`src/rtl/zncv_alu_pkg.sv`:
```
package zncv_alu_pkg;

   localparam int OP_W = 4;

   typedef enum logic [OP_W-1:0] {
      OP_ADD  = 4'h0,
      OP_SUB  = 4'h1,
      OP_AND  = 4'h2,
      OP_OR   = 4'h3,
      OP_XOR  = 4'h4,
      OP_SHL  = 4'h5,
      OP_SHR  = 4'h6,
      OP_MUL  = 4'h7,
      OP_DIV  = 4'h8,
      OP_CMP  = 4'h9,
      OP_PASS = 4'hA
   } op_e;

   // adder structure
   localparam int ADD_BEHAV  = 0;
   localparam int ADD_RIPPLE = 1;
   // multiplier structure
   localparam int MUL_BEHAV  = 0;
   localparam int MUL_ARRAY  = 1;

endpackage

```
`src/rtl/zncv_alu_addsub.sv`:
```
module zncv_alu_addsub
   import zncv_alu_pkg::*;
#(
   parameter int WIDTH = 8,
   parameter int STYLE = ADD_RIPPLE
) (
   input  logic [WIDTH-1:0] a_i,
   input  logic [WIDTH-1:0] b_i,
   input  logic             sub_i,
   output logic [WIDTH-1:0] sum_o,
   output logic             cout_o,
   output logic             ovf_o
);
   localparam int MSB = WIDTH - 1;

   logic [WIDTH-1:0] b_eff;
   assign b_eff = sub_i ? ~b_i : b_i;

   generate
      if (STYLE == ADD_RIPPLE) begin : g_ripple
         logic [WIDTH:0] cy;
         assign cy[0] = sub_i;
         for (genvar i = 0; i < WIDTH; i++) begin : g_bit
            assign sum_o[i]  = a_i[i] ^ b_eff[i] ^ cy[i];
            assign cy[i+1]   = (a_i[i] & b_eff[i]) | (cy[i] & (a_i[i] ^ b_eff[i]));
         end
         assign cout_o = cy[WIDTH];
      end else if (STYLE == ADD_BEHAV) begin : g_behav
         logic [WIDTH:0] full;
         assign full   = {1'b0, a_i} + {1'b0, b_eff} + {{WIDTH{1'b0}}, sub_i};
         assign sum_o  = full[WIDTH-1:0];
         assign cout_o = full[WIDTH];
      end else begin : g_bad_style
         $error("zncv_alu_addsub: unknown STYLE %0d", STYLE);
      end
   endgenerate

   // signed overflow: both effective inputs agree in sign, result disagrees
   assign ovf_o = (a_i[MSB] ^ sum_o[MSB]) & (b_eff[MSB] ^ sum_o[MSB]);

endmodule

```
`src/rtl/zncv_alu_logic.sv`:
```
module zncv_alu_logic
   import zncv_alu_pkg::*;
#(
   parameter int WIDTH = 8
) (
   input  logic [WIDTH-1:0] a_i,
   input  logic [WIDTH-1:0] b_i,
   input  op_e              op_i,
   output logic [WIDTH-1:0] res_o
);
   always_comb begin
      unique case (op_i)
         OP_OR:   res_o = a_i | b_i;
         OP_XOR:  res_o = a_i ^ b_i;
         default: res_o = a_i & b_i;
      endcase
   end
endmodule

```
`src/rtl/zncv_alu_shift.sv`:
```
module zncv_alu_shift #(
   parameter int WIDTH = 8
) (
   input  logic [WIDTH-1:0] a_i,
   input  logic             right_i,
   output logic [WIDTH-1:0] res_o,
   output logic             out_bit_o
);
   localparam int MSB = WIDTH - 1;

   always_comb begin
      if (right_i) begin
         res_o     = {1'b0, a_i[MSB:1]};
         out_bit_o = a_i[0];
      end else begin
         res_o     = {a_i[MSB-1:0], 1'b0};
         out_bit_o = a_i[MSB];
      end
   end

   always_comb begin
      if (right_i) p_shr_fill_r6: assert (res_o[MSB] == 1'b0);
      else         p_shl_fill_r5: assert (res_o[0] == 1'b0);
   end
endmodule

```
`src/rtl/zncv_alu_muldiv.sv`:
```
module zncv_alu_muldiv
   import zncv_alu_pkg::*;
#(
   parameter int WIDTH     = 8,
   parameter int MUL_STYLE = MUL_ARRAY
) (
   input  logic [WIDTH-1:0] a_i,
   input  logic [WIDTH-1:0] b_i,
   output logic [WIDTH-1:0] prod_lo_o,
   output logic             prod_wide_o,
   output logic [WIDTH-1:0] quot_o
);
   localparam int W2 = 2 * WIDTH;

   logic [W2-1:0] prod;

   generate
      if (MUL_STYLE == MUL_ARRAY) begin : g_array
         logic [W2-1:0] acc [WIDTH+1];
         assign acc[0] = '0;
         for (genvar i = 0; i < WIDTH; i++) begin : g_pp
            assign acc[i+1] = acc[i] + (b_i[i] ? ({{WIDTH{1'b0}}, a_i} << i) : {W2{1'b0}});
         end
         assign prod = acc[WIDTH];
      end else if (MUL_STYLE == MUL_BEHAV) begin : g_behav
         assign prod = W2'(a_i) * W2'(b_i);
      end else begin : g_bad_style
         $error("zncv_alu_muldiv: unknown MUL_STYLE %0d", MUL_STYLE);
      end
   endgenerate

   assign prod_lo_o   = prod[WIDTH-1:0];
   assign prod_wide_o = |prod[W2-1:WIDTH];

   // restoring divider, one trial subtraction per quotient bit, MSB first
   logic [WIDTH-1:0] rem [WIDTH+1];
   assign rem[0] = '0;

   for (genvar i = 0; i < WIDTH; i++) begin : g_div
      localparam int BIT = WIDTH - 1 - i;
      logic [WIDTH:0] trial;
      logic [WIDTH:0] diff;
      assign trial       = {rem[i], a_i[BIT]};
      assign diff        = trial - {1'b0, b_i};
      assign quot_o[BIT] = ~diff[WIDTH];
      assign rem[i+1]    = diff[WIDTH] ? trial[WIDTH-1:0] : diff[WIDTH-1:0];
   end

   always_comb begin
      if (b_i != '0) begin
         p_div_recon_r8: assert ((W2'(quot_o) * W2'(b_i) + W2'(rem[WIDTH])) == W2'(a_i));
         p_div_rem_r8:   assert (rem[WIDTH] < b_i);
      end
   end
endmodule

```
`src/rtl/zncv_alu.sv`:
```
module zncv_alu
   import zncv_alu_pkg::*;
#(
   parameter int WIDTH     = 8,
   parameter int ADD_STYLE = ADD_RIPPLE,
   parameter int MUL_STYLE = MUL_ARRAY
) (
   input  logic [WIDTH-1:0] opr_a,
   input  logic [WIDTH-1:0] opr_b,
   input  logic [3:0]       op_sel,
   output logic [WIDTH-1:0] res_o,
   output logic             z_o,
   output logic             n_o,
   output logic             c_o,
   output logic             v_o,
   output logic             hold_wb_o
);
   localparam int MSB = WIDTH - 1;

   generate
      if (WIDTH < 2) begin : g_width_chk
         $error("zncv_alu: WIDTH must be at least 2, got %0d", WIDTH);
      end
   endgenerate

   op_e op;
   assign op = op_e'(op_sel);

   logic             is_sub;
   logic [WIDTH-1:0] as_sum, lg_res, sh_res, mul_lo, div_q;
   logic             as_c, as_v, sh_c, mul_wide;

   assign is_sub = (op == OP_SUB) || (op == OP_CMP);

   zncv_alu_addsub #(.WIDTH(WIDTH), .STYLE(ADD_STYLE)) u_addsub (
      .a_i   (opr_a),
      .b_i   (opr_b),
      .sub_i (is_sub),
      .sum_o (as_sum),
      .cout_o(as_c),
      .ovf_o (as_v)
   );

   zncv_alu_logic #(.WIDTH(WIDTH)) u_logic (
      .a_i  (opr_a),
      .b_i  (opr_b),
      .op_i (op),
      .res_o(lg_res)
   );

   zncv_alu_shift #(.WIDTH(WIDTH)) u_shift (
      .a_i      (opr_a),
      .right_i  (op == OP_SHR),
      .res_o    (sh_res),
      .out_bit_o(sh_c)
   );

   zncv_alu_muldiv #(.WIDTH(WIDTH), .MUL_STYLE(MUL_STYLE)) u_muldiv (
      .a_i        (opr_a),
      .b_i        (opr_b),
      .prod_lo_o  (mul_lo),
      .prod_wide_o(mul_wide),
      .quot_o     (div_q)
   );

   always_comb begin
      res_o = opr_a;
      c_o   = 1'b0;
      v_o   = 1'b0;
      case (op)
         OP_ADD, OP_SUB, OP_CMP: begin
            res_o = as_sum;
            c_o   = as_c;
            v_o   = as_v;
         end
         OP_AND, OP_OR, OP_XOR: res_o = lg_res;
         OP_SHL, OP_SHR: begin
            res_o = sh_res;
            c_o   = sh_c;
         end
         OP_MUL: begin
            res_o = mul_lo;
            c_o   = mul_wide;
         end
         OP_DIV: begin
            if (opr_b == '0) begin
               res_o = '0;
               c_o   = 1'b1;
               v_o   = 1'b1;
            end else begin
               res_o = div_q;
            end
         end
         default: ;
      endcase
   end

   assign z_o       = (res_o == '0);
   assign n_o       = res_o[MSB];
   assign hold_wb_o = (op == OP_CMP);

   always_comb begin
      if (op_sel == 4'h0) begin
         p_add_carry_r1: assert ({c_o, res_o} == ({1'b0, opr_a} + {1'b0, opr_b}));
         p_add_ovf_r1:   assert (v_o == (((opr_a ^ res_o) & (opr_b ^ res_o)) >> MSB));
      end
      if (op_sel == 4'h1 || op_sel == 4'h9) begin
         p_sub_carry_r2: assert (c_o == (opr_a >= opr_b));
         p_sub_ovf_r2:   assert (v_o == (((opr_a ^ opr_b) & (opr_a ^ res_o)) >> MSB));
      end
      if (hold_wb_o) p_hold_cmp_r3: assert (op_sel == 4'h9);
      if (op_sel >= 4'h2 && op_sel <= 4'h4) p_logic_cv_r4: assert (!c_o && !v_o);
      if (op_sel == 4'h5) p_shl_carry_r5: assert (c_o == opr_a[MSB] && !v_o);
      if (op_sel == 4'h6) p_shr_carry_r6: assert (c_o == opr_a[0] && !v_o);
      if (op_sel == 4'h7) p_mul_novf_r7: assert (!v_o);
      if (op_sel == 4'h8 && opr_b == '0) p_div_zero_r9: assert (res_o == '0 && c_o && v_o);
      if (op_sel == 4'h8 && opr_b != '0) p_div_flags_r8: assert (!c_o && !v_o);
      if (op_sel >= 4'hA) p_pass_r11: assert (res_o == opr_a && !c_o && !v_o);
   end

endmodule

```
`config.mk`:
```
export PLATFORM = sky130hd
export DESIGN_NAME = zncv_alu
export DESIGN_NICKNAME = d
export VERILOG_FILES = /design/src/rtl/zncv_alu_pkg.sv /design/src/rtl/zncv_alu_addsub.sv /design/src/rtl/zncv_alu_logic.sv /design/src/rtl/zncv_alu_shift.sv /design/src/rtl/zncv_alu_muldiv.sv /design/src/rtl/zncv_alu.sv
export SDC_FILE = /design/constraint.sdc
export NUM_CORES = 1
export LEC_CHECK = 0
export ABC_AREA = 0
export BUFFER_PORTS_ARGS = -buffer_cell sky130_fd_sc_hd__buf_2
export CORE_AREA = 4 4 139 88
export DETAILED_ROUTE_END_ITERATION = 16
export DIE_AREA = 0 0 143 92
export PLACE_DENSITY_LB_ADDON = 0.08
export SLEW_MARGIN = 10
export SYNTH_ARGS = -nofsm -noshare
export SYNTH_HDL_FRONTEND = slang
export SYNTH_SLANG_ARGS = --single-unit
export TNS_END_PERCENT = 50
```
`constraint.sdc`:
```
create_clock -name vclk -period 24.3
set_clock_uncertainty 0.15 [all_clocks]
set_input_delay 4.86 -clock vclk [all_inputs]
set_output_delay 4.86 -clock vclk [all_outputs]
set_load 0.01 [all_outputs]
```
==> impl_results.md <==
* Status: finished, final reports clean
* DR vias/cell at 6.151
* Final #Nets at 1140
* Core Region at 11000 sq um
* Synthesis-to-layout area growth at 22.37%
* Type of origin of the critical path: input port
* Post-synthesis cell type count at 82
* Max VDD drop at 0.4163 mV
* Synthesized area per cell at 7.666 sq um
* Setup crit end kind: output port
* Antenna-violating nets left at 0
* Critical path origin: opr_b[6]
* Diode count at 0
* Wire per inst at 19.86 um
* Share of the yosys chip area belonging to registers at 0%
* Vias at 6760
* Cells after Synth at 837
* Max Cap Viol at 0
* GP Congestion at 0.9805
* Mapped Area at 6416 sq um
* First-pass GRT wire length at 34110 um
* Drc violations at 0
* Final-report hold violation count at 0
* Synth top area share at 21.84%
* Commonest non-fill, non-tap cells in the layout: buf_4 (108), ha_1 (105), inv_1 (82)
* Global route overflow at 0
* Top Metal Used: met4
* Min cycle time layout at 23.81 ns
* Post-Route M1 WL at 9726 um
* Yosys top cell by area: ha_1
* Fillers at 899
* HPWL Detailed at 17300 um
* Placed insts at 1068
* Seq_cells at 0
* WL met2 at 9290 um
* Die width at 143 um
* Hold-fix buffers, CTS at 0
* Slew Viols, Final at 0
* Largest net degree at the start of global routing at 27
* Die area at 13160 sq um
* # clk buffers at 0
* Synthesis Warnings at 0
* Routed met3 length at 2270 um
* CP max stage delay at 0.58 ns
* Crit-path most repeated cell: a21oi_2
* Max Fclk at 0.04200 GHz
* Type of the worst setup path: in -> out
* Arr. time, crit path at 18.80 ns
* Final Non-Filler Cells at 1099
* Drt first pass iters at 5
* Worst Hold Class: in -> out
* Antenna violations before repair at 0
* Tcrit/Tclk final at 97.99%
* Placement Rows at 30
* Multi-input logic area at 6356 sq um
* Largest fanout on the critical path at 8
* Cell Pwr Density at 177.0 nW/um^2
* Die Ht at 92 um
* Drt total wl at 21830 um
* Fraction of layout cells with a size suffix above 1 at 25.86%
* Critical Path RT at 19.29 ns
* HP Start: op_sel[3]
* Worst-Margin Slew at 0.7179 ns
* Number of I/O pins at 33
* All-Layer GR Usage at 32.11%
* Total Power at 1.390 mW
* Setup violations, final at 0
* Via count of the first global-routing pass at 6725
* Most common cell after layout, fill and taps aside: buf_4
* Leakage at 3.825 nW
* 1st-iter DRT viols at 652
* PortBufs at 33
* Initial Utilization at 58.34%
* Synth top area cells: ha_1 (22%), fa_1 (16%), xnor2_1 (5.1%)
* Worst rel slew slack at 51.77%
* Critical path's slowest cell: or4_4
* Register area at 0 sq um
Yosys cell counts, types with 8 or more instances:
cell,instances
a21o_1,15
a21oi_1,54
clkbuf_1,16
fa_1,51
ha_1,112
inv_1,82
mux2_2,20
mux2i_1,21
nand2_1,70
nand2b_1,10
nand3_1,17
nor2_1,83
nor2b_1,15
nor3_1,18
o211ai_1,11
o21a_1,8
o21ai_0,42
o22ai_1,9
xnor2_1,37
xor2_1,13
path summary, 6_finish.rpt:
| path | endpoint | slack [ns] | depth (start not counted) |
|---|---|---|---|
| worst max-delay path | res_o[0] | 0.49 | 78 |
| worst min-delay path | hold_wb_o | 10.02 | 3 |
worst max-delay path, delay by kind of cell:
family / cells / cell delay [ns]
mux: 4 / 1.17
simple gates: 29 / 4.62
buf+inv: 7 / 0.98
compound gates: 29 / 4.83
fa+ha+maj: 7 / 1.98
xor+xnor: 2 / 0.35
layer usage:
metal / global-route usage [%] / up-vias
met5: 0 / -
met4: 7.516 / 0
met3: 5.211 / 59
met2: 48.40 / 350
met1: 47.75 / 3180
li1: - / 3171
timing repair:
action / 4_1_cts / 5_1_grt
buffers inserted: 10 / 21
gates resized for setup: 24 / 57
pin swaps: 9 / 41
endpoints found under the setup margin: 2 / 2
through the flow:
| step | TNS [ns] | setup WS, ns | hold WS [ns] | utilization, % | instance area, sq um |
|---|---|---|---|---|---|
| final | 0 | 0.4892 | 10.02 | 71.39 | 7851 |
| after global routing | -0.2287 | -0.1270 | 10.04 | 71.39 | 7851 |
| after CTS | 0 | 0.00007461 | 10.03 | 67.82 | 7458 |
| after detailed placement | -1.146 | -0.5777 | 10.02 | 66.18 | 7278 |
| after global placement | 0 | 0.1049 | 10.03 | 66.18 | 7278 |
| after floorplan | 0 | 0.01005 | 9.717 | - | 6485 |
kinds of logic after synthesis:
logic type	count (synthesis)	synth area share [%]
other	1	0.05845
buffers and inverters	113	7.059
AND/OR/NAND/NOR	267	20.34
AO/OA/AOI/OAI	199	20.55
multiplexers	43	7.254
XOR/XNOR	50	6.825
adder cells (fa/ha/maj)	164	37.91
final cells by class:
class	instances	share of cell area [%]
repair buffers	142	12.57
well taps	144	2.295
multi-input cells	726	80.96
inverters	87	4.175
where the power goes:
group	internal [mW]	switching, mW	total (mW)
registers	0	0	0
clock network	0	0	0
logic	0.695	0.694	1.39
total	0.695	0.694	1.39
Power figures use the tool's default switching activity.
